===== config.mk =====
export PLATFORM = sky130hd
export DESIGN_NAME = irq_chain_unit
export DESIGN_NICKNAME = d
export VERILOG_FILES = /design/src/rtl/icu_pkg.sv /design/src/rtl/icu_gate_en.sv /design/src/rtl/icu_cause_enc.sv /design/src/rtl/icu_vec_fmt.sv /design/src/rtl/irq_chain_unit.sv
export SDC_FILE = /design/constraint.sdc
export NUM_CORES = 1
export LEC_CHECK = 0
export ABC_AREA = 1
export CAP_MARGIN = 0
export CORE_MARGIN = 3
export CORE_UTILIZATION = 32
export CTS_CLUSTER_SIZE = 8
export DETAILED_ROUTE_END_ITERATION = 10
export PLACE_DENSITY = 0.93
export SLEW_MARGIN = 20
export SYNTH_ARGS = -nofsm -noshare
export SYNTH_HDL_FRONTEND = slang
export SYNTH_SLANG_ARGS = --single-unit

===== constraint.sdc =====
create_clock -name clk -period 2.5 [get_ports clk]
set_clock_uncertainty 0.05 [all_clocks]
set_input_delay 0.25 -clock clk [delete_from_list [all_inputs] [get_ports clk]]
set_output_delay 0.25 -clock clk [all_outputs]
set_load 0.02 [all_outputs]

===== src/rtl/icu_pkg.sv =====
package icu_pkg;

    typedef enum logic [1:0] {
        ST_IDLE = 2'd0,
        ST_PEND = 2'd1,
        ST_SERV = 2'd2
    } icu_state_t;

    localparam int NUM_CAUSE = 3;
    localparam int CAUSE_W   = 2;

    // cause identifiers double as cause codes
    localparam int ID_READY = 0;
    localparam int ID_MATCH = 1;
    localparam int ID_EOB   = 2;

    // control byte bit positions
    localparam int EN_BIT_MATCH   = 0;
    localparam int EN_BIT_EOB     = 1;
    localparam int STATUS_VEC_BIT = 5;
    localparam int EN_BIT_READY   = 6;

    // lowest vector bit overwritten by the cause code
    localparam int VEC_CAUSE_LSB = 1;

    function automatic int en_bit(input int id);
        case (id)
            ID_READY: return EN_BIT_READY;
            ID_MATCH: return EN_BIT_MATCH;
            default:  return EN_BIT_EOB;
        endcase
    endfunction

endpackage


===== src/rtl/icu_gate_en.sv =====
module icu_gate_en (
    input  logic clk,
    input  logic rst_n,
    input  logic cmd_on,
    input  logic cmd_off,
    output logic en_q
);

    always_ff @(posedge clk or negedge rst_n) begin
        if (!rst_n) begin
            en_q <= 1'b0;
        end else if (cmd_off) begin
            en_q <= 1'b0;
        end else if (cmd_on) begin
            en_q <= 1'b1;
        end
    end

    assert_off_wins_R2: assert property (@(posedge clk) disable iff (!rst_n)
        cmd_off |=> !en_q);

    assert_on_sets_R2: assert property (@(posedge clk) disable iff (!rst_n)
        (cmd_on && !cmd_off) |=> en_q);

endmodule


===== src/rtl/icu_cause_enc.sv =====
module icu_cause_enc
    import icu_pkg::*;
#(
    parameter int CTRL_W = 8
) (
    input  logic [NUM_CAUSE-1:0] ev,
    input  logic [CTRL_W-1:0]    ctrl,
    output logic                 hit,
    output logic [CAUSE_W-1:0]   code
);

    logic [NUM_CAUSE-1:0] masked;

    generate
        for (genvar g = 0; g < NUM_CAUSE; g++) begin : g_mask
            localparam int BIT_SEL = en_bit(g);
            assign masked[g] = ev[g] & ctrl[BIT_SEL];
        end
    endgenerate

    always_comb begin
        code = '0;
        for (int i = 0; i < NUM_CAUSE; i++) begin
            if (masked[i]) begin
                code = code | CAUSE_W'(i);
            end
        end
    end

    assign hit = |masked;

endmodule


===== src/rtl/icu_vec_fmt.sv =====
module icu_vec_fmt
    import icu_pkg::*;
#(
    parameter int VEC_W = 8
) (
    input  logic               modify,
    input  logic [VEC_W-1:0]   base,
    input  logic [CAUSE_W-1:0] cause,
    output logic [VEC_W-1:0]   vec
);

    localparam logic [VEC_W-1:0] FIELD_MASK =
        VEC_W'(((1 << CAUSE_W) - 1) << VEC_CAUSE_LSB);

    logic [VEC_W-1:0] shifted;

    assign shifted = VEC_W'(cause) << VEC_CAUSE_LSB;

    always_comb begin
        if (modify) begin
            vec = (base & ~FIELD_MASK) | shifted;
        end else begin
            vec = base;
        end
    end

endmodule


===== src/rtl/irq_chain_unit.sv =====
module irq_chain_unit
    import icu_pkg::*;
#(
    parameter int CTRL_W = 8,
    parameter int VEC_W  = 8
) (
    input  logic              clk,
    input  logic              rst_n,
    input  logic              cmd_int_on,
    input  logic              cmd_int_off,
    input  logic              ev_ready,
    input  logic              ev_match,
    input  logic              ev_eob,
    input  logic [CTRL_W-1:0] irq_ctrl,
    input  logic [VEC_W-1:0]  vec_base,
    input  logic              iei,
    input  logic              int_ack,
    input  logic              reti_seen,
    output logic              int_req,
    output logic              ieo,
    output logic [VEC_W-1:0]  vec_out,
    output logic              reti_fwd
);

    icu_state_t           st_q;
    icu_state_t           st_d;
    logic                 en_q;
    logic                 hit;
    logic [CAUSE_W-1:0]   code;
    logic [CAUSE_W-1:0]   cause_q;
    logic [NUM_CAUSE-1:0] ev_vec;
    logic                 accept;

    assign ev_vec[ID_READY] = ev_ready;
    assign ev_vec[ID_MATCH] = ev_match;
    assign ev_vec[ID_EOB]   = ev_eob;

    icu_gate_en u_gate (
        .clk     (clk),
        .rst_n   (rst_n),
        .cmd_on  (cmd_int_on),
        .cmd_off (cmd_int_off),
        .en_q    (en_q)
    );

    icu_cause_enc #(.CTRL_W(CTRL_W)) u_enc (
        .ev   (ev_vec),
        .ctrl (irq_ctrl),
        .hit  (hit),
        .code (code)
    );

    icu_vec_fmt #(.VEC_W(VEC_W)) u_vec (
        .modify (irq_ctrl[STATUS_VEC_BIT]),
        .base   (vec_base),
        .cause  (cause_q),
        .vec    (vec_out)
    );

    assign accept = (st_q == ST_IDLE) && en_q && hit;

    // next state
    always_comb begin
        st_d = st_q;
        unique case (st_q)
            ST_IDLE: if (en_q && hit)      st_d = ST_PEND;
            ST_PEND: if (int_ack && iei)   st_d = ST_SERV;
            ST_SERV: if (reti_seen)        st_d = ST_IDLE;
            default:                       st_d = ST_IDLE;
        endcase
    end

    // state register
    always_ff @(posedge clk or negedge rst_n) begin
        if (!rst_n) begin
            st_q    <= ST_IDLE;
            cause_q <= '0;
        end else begin
            st_q <= st_d;
            if (accept) begin
                cause_q <= code;
            end
        end
    end

    // outputs
    always_comb begin
        int_req  = 1'b0;
        ieo      = 1'b0;
        reti_fwd = reti_seen;
        unique case (st_q)
            ST_IDLE: ieo      = iei;
            ST_PEND: int_req  = iei;
            ST_SERV: reti_fwd = 1'b0;
            default: ieo      = iei;
        endcase
    end

    assert_no_accept_off_R2: assert property (@(posedge clk) disable iff (!rst_n)
        (st_q == ST_IDLE && !en_q) |=> (st_q == ST_IDLE));

    assert_cause_held_R6: assert property (@(posedge clk) disable iff (!rst_n)
        (st_q != ST_IDLE) |=> $stable(cause_q));

    assert_ack_enter_R8: assert property (@(posedge clk) disable iff (!rst_n)
        (st_q == ST_PEND && int_ack && iei) |=> (st_q == ST_SERV));

    assert_ack_masked_R8: assert property (@(posedge clk) disable iff (!rst_n)
        (st_q == ST_PEND && !iei) |=> (st_q == ST_PEND));

    assert_reti_leave_R9: assert property (@(posedge clk) disable iff (!rst_n)
        (st_q == ST_SERV && reti_seen) |=> (st_q == ST_IDLE));

    assert_chain_excl_R10: assert property (@(posedge clk) disable iff (!rst_n)
        !(ieo && int_req));

    assert_req_needs_iei_R7: assert property (@(posedge clk) disable iff (!rst_n)
        int_req |-> iei);

endmodule


== After elaboration in Yosys (flattened, before gate mapping) ==
Index checks and enable logic that the tools add are counted.

* Register bits after elaboration: 5
* Output and inout bits: 11
* Logic and storage cells: 33

* Eq/ne operators: 5
* Multiplexer cells: 12
* Bitwise logic cells: 4
* Reduce and logical (&&, ||, !) cells: 9

{| class="wikitable"
|+ Operator list
! cell !! count
|-
| 2-bit 2-to-1 mux || 4
|-
| 8-bit 2-to-1 mux || 1
|-
| 8-bit by 3-bit bitwise OR with 8-bit output || 1
|-
| 1-bit 2-to-1 mux || 6
|-
| 2-bit one-hot mux with 3 select lines || 1
|-
| 1-bit logical AND || 4
|-
| 2-bit != test, second input constant || 2
|-
| 1-bit AND || 3
|-
| 3-bit AND reduction || 1
|-
| 3-bit OR reduction || 1
|-
| 2-bit by 1-bit equality test with 1-bit output, second input constant || 1
|-
| 2-bit equality test, second input constant || 1
|-
| 2-bit logical NOT || 1
|-
| 2-bit by 1-bit != test with 1-bit output, second input constant || 1
|-
| 2-bit nonzero test || 1
|-
| 2-bit OR reduction || 1
|}

== Longest topological paths before layout ==
* Depth in word-level cells: 5
* Gate-level depth with buffers: 8

== Cells and area by module ==
Synthesis repeated with hierarchy kept, for this count alone.

* Cell total of the unflattened synthesis: 58
* Area total of the unflattened synthesis: 421.7 µm²

{| class="wikitable"
|+ Modules (own cells, without submodules)
! module !! instances !! cells an instance !! area an instance (µm²) !! seq. area each (µm²)
|-
| irq_chain_unit || 1 || 36 || 286.5 || 100.1
|-
| icu_vec_fmt || 1 || 13 || 71.3 || 0.0
|-
| icu_gate_en || 1 || 3 || 32.5 || 25.0
|-
| icu_cause_enc || 1 || 6 || 31.3 || 0.0
|}

== Least setup slack after synthesis ==
No wires, ideal clock.

* Path kind: reg-to-output
* Start point: reg st_q[0]
* End point: out ieo
* Arrival: 1.026 ns
* Slack: 1.174 ns
* Stages on the path, launching flop included: 4
* Path through: dfrtp_1 inv_1 ha_1 nor2_1

* Cells in the longest elaborated chain, start to end: 3
* Elaborated cells on any way between the ends: 4
* Classes of those cells: eq/ne (2); mux (1); reduce/logical (1)

{| class="wikitable"
|+ Ends and longest elaborated chain
! what !! RTL line !! RTL
|-
| start, declared || irq_chain_unit.sv:25 || <nowiki>icu_state_t st_q;</nowiki>
|-
| start signal, assigned || irq_chain_unit.sv:79 || <nowiki>st_q <= st_d;</nowiki>
|-
| 2-bit equality test or 2-bit by 1-bit equality test with 1-bit output (tied branches) || irq_chain_unit.sv:91 || <nowiki>unique case (st_q)</nowiki>
|-
| 2-bit OR reduction (no source line) * || n/a ||
|-
| 1-bit 2-to-1 mux * || irq_chain_unit.sv:91 ||
|-
| end, declared || irq_chain_unit.sv:20 || <nowiki>output logic ieo,</nowiki>
|}

Mark *: on every way between the ends. The rest lies on a longest branch, timed or not.

== Final worst setup path ==
Same ends and word-level chain as after synthesis.

==> impl_metrics.py <==
metrics = {
    "run_status": {
        "outcome": "completed",
    },
    "clock_tree": {
        "cts_buffer_depth": 2,
        "htree_levels": 1,
        "hold_buffers": 0,
        "cts_buffers": 3,
        "cts-root-buf": "clkbuf_4",
        "clock_latency_ns": 0.25,
        "cts_resized": 0,
        "post_cts_buffers": 0,
        "path_clk_slew_ns": 0.05,
        "clock_sinks": 5,
        "cts_tree": "built",
    },
    "power": {
        "ir_drop_mv": 0.371,
        "power_density_nw_per_um2": 842,
        "power.leakage_nw": 0.315,
    },
    "cells_and_area": {
        "n_antenna_cell": 0,
        "fin_area_sq_um": 617,
        "final_core_util_pct": 52.7,
        "fillers": 121,
        "area_delta_synth_final_pct": 47.6,
        "multi_input_area_sq_um": 220,
        "drive_above_1_share_pct": 16.7,
        "regArea_sq_um": 125,
        "nets": 104,
    },
    "job": {
        "max-cap-violations": 0,
    },
    "yosys": {
        "syn_inst": 54,
        "synth_nets": 85,
        "synth-seq-area-share_pct": 29.9,
        "yosys-top-cells-area": "dfrtp_1, ha_1, nand2_1",
        "syn_avg_cell_area_sq_um": 7.74,
        "synth-edff-count": 0,
        "ys_types": 13,
        "async_flop_share_pct": 100,
        "ys_warn_count": 0,
        "syn_area_sq_um": 418,
        "synthFlopType": "dfrtp_1",
        "synth_most_common_cell": "nand2_1",
        "synth-seq-cells": 5,
        "synthTopCellsByCount": "nand2_1, buf_4, dfrtp_1, ha_1, inv_1",
        "synth_top_area_share_pct": 29.9,
        "synth_top_cell_by_area": "dfrtp_1",
    },
    "min_path": {
        "hold_class": "in2async",
    },
    "sta": {
        "rsz0062_at_grt": "no",
        "fmaxAchievable_mhz": 491,
        "fin_crit_ns": 2.04,
        "hold_slack_ns": 0.170,
        "setup_viol": 0,
        "setup_tns_ns": 0,
        "maxSlewHeadroom_pct": 85.2,
        "worst_slew_pin_slew_ns": 0.221,
        "slew_viol_final": 0,
        "report.final.hold_viol_count": 0,
        "post-route-period-util_pct": 81.5,
    },
    "setup_path": {
        "cp.arrival_ns": 1.74,
        "start_kind": "flip-flop",
        "crit_type": "reg2out",
        "worst_setup_path_end_kind": "output pin",
        "cp_max_fo": 4,
        "required_ns": 2.20,
    },
    "detailed_routing": {
        "drtPass1Iterations": 1,
        "detail_route.wl_per_cell_microns": 10.4,
        "ant_nets": 0,
        "drc": 0,
        "route.vias.total": 377,
        "wl_microns": 892,
        "first_iter_violations": 0,
        "viasPerCell": 4.38,
    },
    "global_route": {
        "grt_start_max_net_pins": 6,
        "antenna_found_initial": 0,
        "grt_pass1_wl_microns": 1630,
        "track_usage_pct": 12.4,
        "grt_pass1_vias": 405,
        "overflow": 0,
    },
    "die": {
        "fp.dieArea_sq_um": 1780,
        "initial_utilization_pct": 35.7,
        "fp.dieW_microns": 42.1,
        "num_rows": 12,
        "placeableCoreArea_sq_um": 1170,
        "die_h_microns": 42.1,
        "ioPinCount": 37,
    },
    "placement": {
        "hpwl_microns": 774,
        "place_congestion": 0.776,
        "io_buffers": 20,
        "place_area_sq_um": 591,
    },
}
placed cells by master, fill, tap and decap left out:
master,instances
clkdlybuf4s50_1,20
clkinv_2,1
nand3_2,1
clkbuf_1,1
nor2_1,4
clkbuf_4,3
ha_1,5
nand3_1,2
mux2_2,2
nand3b_1,2
nand2_2,4
inv_2,1
nand2_1,16
dfrtp_1,5
inv_1,5
path summary, 6_finish.rpt:
check | from | to | slack (ns) | cells after the start
max | st_q[0]$_DFFE_PN0P_ | ieo | 0.46 | 4
min | rst_n | cause_q[1]$_DFFE_PN0P_ | 0.17 | 1
max reg2reg | st_q[1]$_DFFE_PN0P_ | st_q[1]$_DFFE_PN0P_ | 1.27 | 7
min reg2reg | cause_q[1]$_DFFE_PN0P_ | cause_q[1]$_DFFE_PN0P_ | 0.42 | 2
max in group asynchronous | rst_n | st_q[0]$_DFFE_PN0P_ | 2.04 | 1
min in group clk | cause_q[1]$_DFFE_PN0P_ | cause_q[1]$_DFFE_PN0P_ | 0.42 | 2
layout make-up:
class	instances	area share, %
multi-input combinational	36	35.7
timing repair buffer	20	32.5
sequential	5	20.3
inverter	7	4.46
clock buffer	4	4.26
tap	14	2.84
kinds of logic after synthesis:
logic type	count (synthesis)	share of synthesized area, %
simple gates	29	32.3
buf+inv	13	17.4
fa+ha+maj	5	15.0
flops	5	29.9
mux	2	5.39
metal layers:
metal / GRT usage (%) / vias to the layer above / part of all wire, %
met1: 10.3 / 173 / 33
met2: 21.9 / 12 / 58
li1: - / 192 / -
met4: 5.59 / 0 / 0
met5: 0 / - / 0
met3: 9.01 / 0 / 8.4
critical path: stages (launching register included):
cell             delay [ns]
dfrtp_1                0.39
inv_1                  0.10
ha_1                   0.29
nor2_1                 0.10
clkdlybuf4s50_1        0.61
power by group:
part | switching (mW) | total, mW | leakage (nW) | internal [mW]
logic | 0.153 | 0.285 | 0.236 | 0.133
registers | 0.0245 | 0.138 | 0.0639 | 0.114
clock network | 0.0350 | 0.0954 | 0.0150 | 0.0605
flip-flops by register name (all words and copies together), names as in the netlist:
name         cells
st_q             2
cause_q          2
u_gate.en_q      1
stage by stage:
step | setup slack, ns | cells | total power [mW]
2_1_floorplan | 1.17 | 54 | 0.328
3_5_place_dp | 0.584 | 82 | 0.428
5_1_grt | 0.355 | 86 | 0.574
6_report | 0.463 | 86 | 0.519
3_3_place_gp | 0.600 | 82 | 0.410
4_1_cts | 0.439 | 86 | 0.528
No activity file was read; power rests on OpenSTA's default activity.
